$ cat src/rtl/fu_reg_depmatrix.sv
module fu_reg_depmatrix #(
  parameter int NUM_FU  = 4,
  parameter int NUM_REG = 16,
  localparam int RW     = $clog2(NUM_REG)
) (
  input  logic               clk,
  input  logic               rst_n,
  input  logic [NUM_FU-1:0]  issue_i,
  input  logic               dst_en_i,
  input  logic [RW-1:0]      dst_i,
  input  logic               src1_en_i,
  input  logic [RW-1:0]      src1_i,
  input  logic               src2_en_i,
  input  logic [RW-1:0]      src2_i,
  input  logic [NUM_FU-1:0]  rd_req1_i,
  input  logic [NUM_FU-1:0]  go_rd1_i,
  input  logic [NUM_FU-1:0]  rd_req2_i,
  input  logic [NUM_FU-1:0]  go_rd2_i,
  input  logic [NUM_FU-1:0]  go_wr_i,
  input  logic [NUM_FU-1:0]  clear_i,
  output logic [NUM_REG-1:0] rd_en1_o,
  output logic [NUM_REG-1:0] rd_en2_o,
  output logic [NUM_REG-1:0] wr_en_o,
  output logic [NUM_REG-1:0] rd_pend_o,
  output logic [NUM_REG-1:0] wr_pend_o
);

  logic [NUM_REG-1:0] dst_q [NUM_FU];
  logic [NUM_REG-1:0] s1_q  [NUM_FU];
  logic [NUM_REG-1:0] s2_q  [NUM_FU];

  wire [NUM_REG-1:0] dst_set = dst_en_i  ? (NUM_REG'(1) << dst_i)  : '0;
  wire [NUM_REG-1:0] s1_set  = src1_en_i ? (NUM_REG'(1) << src1_i) : '0;
  wire [NUM_REG-1:0] s2_set  = src2_en_i ? (NUM_REG'(1) << src2_i) : '0;

  wire [NUM_FU-1:0] gnt1 = rd_req1_i & go_rd1_i;
  wire [NUM_FU-1:0] gnt2 = rd_req2_i & go_rd2_i;

  for (genvar f = 0; f < NUM_FU; f++) begin : g_row
    wire rst_d  = clear_i[f] | go_wr_i[f];
    wire rst_s1 = clear_i[f] | gnt1[f];
    wire rst_s2 = clear_i[f] | gnt2[f];

    always_ff @(posedge clk or negedge rst_n) begin
      if (!rst_n) begin
        dst_q[f] <= '0;
        s1_q[f]  <= '0;
        s2_q[f]  <= '0;
      end else begin
        dst_q[f] <= (issue_i[f] ? dst_set : '0) | (dst_q[f] & ~{NUM_REG{rst_d}});
        s1_q[f]  <= (issue_i[f] ? s1_set  : '0) | (s1_q[f]  & ~{NUM_REG{rst_s1}});
        s2_q[f]  <= (issue_i[f] ? s2_set  : '0) | (s2_q[f]  & ~{NUM_REG{rst_s2}});
      end
    end

    AST_S1_RELEASE: assert property (@(posedge clk) disable iff (!rst_n)
      (gnt1[f] && !issue_i[f]) |=> s1_q[f] == '0);
    AST_S2_RELEASE: assert property (@(posedge clk) disable iff (!rst_n)
      (gnt2[f] && !issue_i[f]) |=> s2_q[f] == '0);
    AST_DST_RELEASE: assert property (@(posedge clk) disable iff (!rst_n)
      (go_wr_i[f] && !issue_i[f]) |=> dst_q[f] == '0);
    AST_ROW_CLEAR: assert property (@(posedge clk) disable iff (!rst_n)
      (clear_i[f] && !issue_i[f]) |=> (dst_q[f] | s1_q[f] | s2_q[f]) == '0);
    AST_SET_WINS: assert property (@(posedge clk) disable iff (!rst_n)
      (issue_i[f] && clear_i[f] && dst_en_i) |=> dst_q[f][$past(dst_i)]);
  end

  always_comb begin
    rd_en1_o  = '0;
    rd_en2_o  = '0;
    wr_en_o   = '0;
    rd_pend_o = '0;
    wr_pend_o = '0;
    for (int f = 0; f < NUM_FU; f++) begin
      if (gnt1[f])    rd_en1_o = rd_en1_o | s1_q[f];
      if (gnt2[f])    rd_en2_o = rd_en2_o | s2_q[f];
      if (go_wr_i[f]) wr_en_o  = wr_en_o  | dst_q[f];
      rd_pend_o = rd_pend_o | s1_q[f] | s2_q[f];
      wr_pend_o = wr_pend_o | dst_q[f];
    end
  end

  AST_ISSUE_MARKS_WRITE: assert property (@(posedge clk) disable iff (!rst_n)
    ((issue_i != '0) && dst_en_i) |=> wr_pend_o[$past(dst_i)]);
  AST_RD1_NEEDS_GRANT: assert property (@(posedge clk) disable iff (!rst_n)
    (gnt1 == '0) |-> rd_en1_o == '0);
  AST_RD2_NEEDS_GRANT: assert property (@(posedge clk) disable iff (!rst_n)
    (gnt2 == '0) |-> rd_en2_o == '0);
  AST_WR_NEEDS_GRANT: assert property (@(posedge clk) disable iff (!rst_n)
    (go_wr_i == '0) |-> wr_en_o == '0);
  AST_WR_WITHIN_PEND: assert property (@(posedge clk) disable iff (!rst_n)
    (wr_en_o & ~wr_pend_o) == '0);

endmodule

$ cat config.mk
export PLATFORM = sky130hd
export DESIGN_NAME = fu_reg_depmatrix
export DESIGN_NICKNAME = d
export VERILOG_FILES = /design/src/rtl/fu_reg_depmatrix.sv
export SDC_FILE = /design/constraint.sdc
export NUM_CORES = 1
export LEC_CHECK = 0
export ABC_AREA = 1
export BUFFER_PORTS_ARGS = -buffer_cell sky130_fd_sc_hd__buf_2
export CAP_MARGIN = 10
export CORE_MARGIN = 2
export CORE_UTILIZATION = 40
export CTS_BUF_LIST = sky130_fd_sc_hd__clkbuf_8 sky130_fd_sc_hd__clkbuf_16
export DETAILED_ROUTE_END_ITERATION = 6
export PLACE_DENSITY = 0.61
export SYNTH_ARGS = -nofsm -noshare
export SYNTH_HDL_FRONTEND = slang
export SYNTH_SLANG_ARGS = --single-unit
$ cat constraint.sdc
create_clock -name clk -period 2.14 [get_ports clk]
set_input_delay 0.428 -clock clk [delete_from_list [all_inputs] [get_ports clk]]
set_output_delay 0.428 -clock clk [all_outputs]
set_load 0.05 [all_outputs]
Word level (Yosys, flattened, before mapping)
Index checks and enable logic that the tools add are counted.
{ "totals": {"ff_bits": 192} }
{ "op_classes": {"shift": 3, "muxes": 27, "n_bitwise": 69} }
{ "ops": {"columns": ["cell", "n"], "rows": [
  ["$or 16x16->16", 31],
  ["$mux 16", 27],
  ["$and 16x16->16", 12],
  ["$not 16->16", 12],
  ["$shl 1x4->16 const A", 3],
  ["$or 1x1->1", 12],
  ["$and 4x4->4", 2]
]} }

Depth between registers and ports, before layout
Gate-level depths: netlist of the first run.
{ "logic_depth": {"ltp_word": 8, "mapped_depth": 6, "depth_no_buf": 6} }

Worst setup path before layout of the first run
No wires, ideal clock.
{ "synth_path": {"path_kind": "input-to-output", "from": "input port go_wr_i[2]", "to": "output port wr_en_o[10]", "t_arrival_ns": 1.356, "required_ns": 1.712, "setup_slack_ns": 0.356, "path_stages": 4, "path_buffers": 2, "cell_sequence": "buf_2 > clkbuf_1 > nand2_1 > nand4_1"} }
{ "synth_via": {"elab_chain_len": 3} }
{ "synth_rtl": {"columns": ["item", "line", "source"], "rows": [
  ["start: declaration", "19", "input logic [NUM_FU-1:0] go_wr_i,"],
  ["$mux 16 *", "77", "if (go_wr_i[f]) wr_en_o = wr_en_o | dst_q[f];"],
  ["$or 16x16->16", "77", null],
  ["$mux 16 *", "77", null],
  ["end: declaration", "23", "output logic [NUM_REG-1:0] wr_en_o,"]
]} }
Mark *: on every way between the ends. The rest lies on a longest branch, timed or not.

Final worst setup path of the first run
{ "layout_path": {"from": "input port rd_req1_i[3]", "to": "output port rd_en1_o[8]"} }
{ "layout_via": {"elab_chain_len": 2} }
{ "layout_rtl": {"columns": ["item", "line", "source"], "rows": [
  ["start: declaration", "15", "input logic [NUM_FU-1:0] rd_req1_i,"],
  ["$and 4x4->4", "36", "wire [NUM_FU-1:0] gnt1 = rd_req1_i & go_rd1_i;"],
  ["$mux 16", "75", "if (gnt1[f]) rd_en1_o = rd_en1_o | s1_q[f];"],
  ["end: declaration", "21", "output logic [NUM_REG-1:0] rd_en1_o,"]
]} }
Every way passes these cells.

==> metrics, run 1 <==
area of the core between 20000 and 25000 µm²; top layer in use met4; initial antenna violation count 1; Hold Path Class input pin to register; vias in the first global route 9192; share of the synthesized area in the top cell type 0.489; Final Max Slew Viols 0; Fin. Hold Viols 0; met3 WL 2.33 mm; row cnt 57; Peak VDD IR 0.496 mV; first-pass GRT wire length 52.3 mm; gpl congestion ~0.86; Synth Area in Adders 0; clk_skew 0 ps; Reg area around 4800 µm²; TritonCTS clock tree done; Max Root-Sink Buffers 2; Vias/cell 5.27; count leader, synth nand2_1; CP Launch Type input pin; synth unique cells 14; IO buf count 124; leakage power 6.46 nW; Max FO, Critical Path 17; async set-reset flop share out of synthesis 1.00; Fin Setup TNS 0 ps; area leader, netlist dfrtp_1; worst path required time between 1500 and 2000 ps; Final ANT Viol Nets 0; highest clock rate 514 MHz; CP arrival approximately 1500 ps; mapped cell area 9820 µm²; Synth Area in Simple Gates 0.448; Tcrit/Tclk final 0.910; largest family of logic cells by synthesized area simple AND/OR/NAND/NOR gates; Sink Count 192; CTS HTree Levels 4; Skew-Pair Late Insertion Delay 440 ps; share of post-route cells with drive strength above 1 0.135; Avg WL per Cell 18.3 µm; post-synthesis mux area share 0; Initial Utilization 0.406; crit path kind input pin to output port; Area Overhead vs Synth 16.1%; kind of end point of the critical path output port; residual DRC count 0; max_cap viols 0; flops & latches, synth 192; syn nets 1423; Synth Flop Type dfrtp_1; Rel. slew slack 0.403; Tmin final 1950 ps; Cells after DPL 1783; initial DRC count 815; register area share after synthesis 0.489; Total Wirelength 33.3 mm; All-Layer GR Usage 0.263; PD cells 708 nW/µm²; Ys Warns 0; Synth Area in XOR/XNOR 0; top cells by area, synth dfrtp_1 49%, nand2_1 26%, nand3_1 7.5%; clock slew seen by the registers of the worst setup and hold paths 70 ps; final net count 1524; die height 161 µm; Post-synth EDFFs 0; WL met1 14.3 mm; CTS Buf Count 17; RSZ-0062 raised after global routing no; final std cells w/o fill 1817; status finished clean; Fillers 2418; Least-Margin Pin Slew between 800 and 900 ps; multi-input logic area 4450 µm²; post-CTS setup buffers 0; dpl hpwl about 22 mm; routed vias around 9600; Compound-Gate Fraction of Synth Area 0.00497; CTS root buf clkbuf_16; final setup fails 0; drt pass-1 iters 6; Avg Inst Size Synth 7.12 µm²; Congestion Overflow GR 0; Die Wd 161 µm; largest net degree at the start of global routing 65; top cells by count, synth 685 x nand2_1, 192 x dfrtp_1, 148 x nand3_1; I/O pin cnt between 100 and 150; cells after synthesis 1378; Met2 Routed Length approximately 16 mm; total die area 25800 µm²
## repair_timing
item / in CTS / in global routing
endpoints found under the hold margin: 26 / 0
gates resized for setup: 0 / 0
hold buffers: 1 / 0
## where the power goes
group          internal, W  switching, W
combinational     0.000233      0.000896
clock              0.00165       0.00156
sequential         0.00368     0.0000550
total              0.00556       0.00251
## final timing paths
path,to,slack (ps),depth (start not counted),start
hold reg to reg,dst_q[26],510,2,dst_q[26]
setup / recovery,rd_en1_o[8],190,6,rd_req1_i[3]
hold / removal,dst_q[12],390,3,dst_i[2]
setup reg to reg,s2_q[16],1440,2,s2_q[16]
max in group asynchronous,dst_q[38],1030,3,rst_n
min in group asynchronous,s2_q[17],440,2,rst_n
## critical path, stage by stage
cell and delay (ps):
buf_2 410, nand3_1 130, nand2_1 80, inv_1 40, nand3_1 130, buf_2 290
## cells in the final DEF, fill, tap and decap left out
cell	instances
bufinv_16	1
inv_1	52
dfrtp_1	192
clkbuf_8	1
nand4_1	80
buf_4	19
buf_2	123
nand2_1	685
dlygate4sd3_1	1
clkinv_2	2
nor2_4	4
a21oi_4	3
buf_12	8
diode_2	1
inv_8	4
nor2_2	11
clkinv_4	3
clkbuf_16	17
inv_6	2
nor2_1	126
clkinvlp_4	3
clkinv_1	7
nand3_1	148
## through the flow
step | total power [W] | setup WS (ps) | cell area (µm²) | util | hold slack, ps
3_3_place_gp | 0.00493 | 231 | 10800 | 0.447 | 349
6_report | 0.00807 | 193 | 11400 | 0.472 | 385
3_5_place_dp | 0.00493 | 225 | 10800 | 0.447 | 348
4_1_cts | 0.00811 | 224 | 11400 | 0.471 | 367
2_1_floorplan | 0.00446 | 356 | 9820 | - | 132
5_1_grt | 0.00834 | 108 | 11400 | 0.472 | 384
## final cells by class
class,instances,share of cell area
clock inverters,15,0.0133
well taps,324,0.0356
clock buffers,17,0.0373
multi-input cells,1057,0.390
repair buffers,152,0.0826
flip-flops and latches,192,0.421
diodes,1,0.000219
inverters,59,0.0194
## logic make-up after synthesis
logic type / count (synthesis)
AO/OA/AOI/OAI: 3
buffers and inverters: 129
flip-flops: 192
AND/OR/NAND/NOR: 1054
## flip-flops by register name (all words and copies together) (netlist names)
| name | count |
|---|---|
| dst_q | 64 |
| s1_q | 64 |
| s2_q | 64 |
## per-layer routing
layer,track usage,vias to the layer above
met3,0.0380,51
li1,-,4564
met4,0.0848,0
met1,0.352,4553
met2,0.440,411
met5,0,-
No activity file was read; power rests on OpenSTA's default activity.
==> run 2: changes to the inputs <==
Settings changed: CELL_PAD_IN_SITES_DETAIL_PLACEMENT set to 0, CELL_PAD_IN_SITES_GLOBAL_PLACEMENT set to 1, PLACE_DENSITY 0.61 to 0.79.
==> run 2 against run 1 <==
Sequential power hardly changed. Non-clock buffer count fell by 5. Clock skew did not move. Maximum frequency grew 2.5%. Global-route usage hardly changed. Via count down 0.40%. Combinational power about the same. Largest power group unchanged. Wire length fell by 0.31%. Sequential cell count unchanged.
==> metrics, run 2 (synthesized netlist as in run 1, its figures left out) <==
status finished clean; CP arrival 1470 ps; Finished Cell Area 11400 µm²; Area Overhead vs Synth 15.9%; Least-Margin Pin Slew slightly below 1000 ps; CTS Hold Bufs 1; CP Launch Type register; CTS Buf Count 17; Initial Utilization 0.406; I/O pin cnt 125; gpl congestion 0.836; drt pass-1 iters 7; Fin. Hold Viols 0; Final Max Slew Viols 0; worst path required time approximately 1700 ps; Total Wirelength 33.2 mm; vias in the first global route 9057; routed vias 9541; Hold Path Class input pin to register; die height 161 µm; share of post-route cells with drive strength above 1 0.131; TritonCTS clock tree done; Die Wd 161 µm; IO buf count 124; largest net degree at the start of global routing 49; reg-to-reg slack, setup 1430 ps; Final WS setup 241 ps; most common library cell in the layout ignoring fill and taps nand2_1; Tcrit/Tclk final 0.887; clock slew seen by the registers of the worst setup and hold paths around 80 ps; met1 GRT Util 0.369; Congestion Overflow GR 0; total die area 25800 µm²; residual DRC count 0; final net count 1519; row cnt 57; initial DRC count just under 900; Most Frequent Cell on Critical Path nand3_1; final setup fails 0; Tmin final 1900 ps; Rel. slew slack 0.359; dpl hpwl 21.8 mm; post-placement setup slack 310 ps; busiest layer in global routing met2; Hold Path Stages 3; RSZ-0062 raised after global routing no; met2 usage 0.418; Skew-Pair Late Insertion Delay 430 ps; Final ANT Viol Nets 0; initial antenna violation count 3; CTS HTree Levels 4; highest clock rate between 500 and 600 MHz; Max Root-Sink Buffers 2; most frequent cells in the layout 685 x nand2_1, 192 x dfrtp_1, 148 x nand3_1; Largest regs dst_q: 64 flops, s1_q: 64 flops, s2_q: 64 flops; placed cell area 10800 µm²; Max FO, Critical Path 3; Avg WL per Cell 18.3 µm; Worst Hold Path EP s1_q[36]; slowest cell on the critical path dfrtp_1; clk_skew 0 ps; leakage power 6.45 nW; kind of end point of the critical path output port; All-Layer GR Usage 0.263; CTS root buf clkbuf_16; R2R Path End s1_q[15]; largest stage delay on the critical path approximately 430 ps; area of the core 24200 µm²; Fin Setup TNS 0 ps; RR Startpoint s1_q[15]; first-pass GRT wire length 52.3 mm; Sink Count 192; met3 GRT Util 0.0517; Vias/cell 5.27; crit path cell chain nand3_1, nand2_1, inv_1, nand3_1, buf_2; PD cells 708 nW/µm²; beginning of the worst hold path src1_i[2]; post-CTS setup buffers 0; post-CTS sizing 0; Peak VDD IR 0.553 mV; max_cap viols 0; crit path kind register to output port; Reg2Reg Depth 2
[run 2: cell count changes in the layout (fill, tap and decap cells not counted)]
cell | before | now
buf_4 | 19 | 13
inv_6 | 2 | 4
buf_12 | 8 | 9
clkinv_2 | 2 | 1
clkinv_4 | 3 | 2
clkinvlp_4 | 3 | 2
inv_1 | 52 | 53
[run 2: area by class of cell]
cell class                      count  area (µm²)
Inverter                           59         221
Antenna cell                        1        2.50
Multi-Input combinational cell   1057        4450
Timing Repair Buffer              147         917
Tap cell                          324         405
Clock inverter                     15         151
Sequential cell                   192        4800
Fill cell                        2431       12800
Clock buffer                       17         425
[run 2: how the worst max path moves through the flow]
stage,startpoint,end,slack (ps),cells past startpoint
finish,s1_q[9],rd_en1_o[9],240,5
global route,s1_q[9],rd_en1_o[9],160,5
CTS,s1_q[9],rd_en1_o[9],260,5
detailed placement,rd_req2_i[2],rd_en2_o[7],310,6
global placement,go_rd2_i[2],rd_en2_o[7],310,6
floorplan,go_wr_i[2],wr_en_o[10],360,4
[run 2: critical path: cells and delay by family (launching register included)]
| family | cells | cell delay [ps] |
|---|---|---|
| buffers and inverters | 2 | 330 |
| DFF | 1 | 430 |
| and+or+nand+nor | 3 | 280 |
[run 2: where the power goes]
part	switching, W	internal, W	leakage [nW]
Clock	0.00155	0.00165	0.284
Sequential	0.0000601	0.00368	2.67
Combinational	0.000879	0.000230	3.50
Total	0.00249	0.00556	6.45
[run 2: per-layer routing]
metal  share of wire  vias to the layer above
met5         0.00096                        -
met4           0.017                        4
met3           0.082                       42
met2            0.46                      397
met1            0.44                     4525
li1                -                     4573
[run 2: through the flow]
step	power, W	hold slack, ps	instances	utilization
floorplan	0.00446	132	1378	-
global placement	0.00492	405	1778	0.446
detailed placement	0.00492	399	1778	0.446
CTS	0.00812	368	1811	0.470
global route	0.00832	398	1812	0.471
finish	0.00806	384	1812	0.471
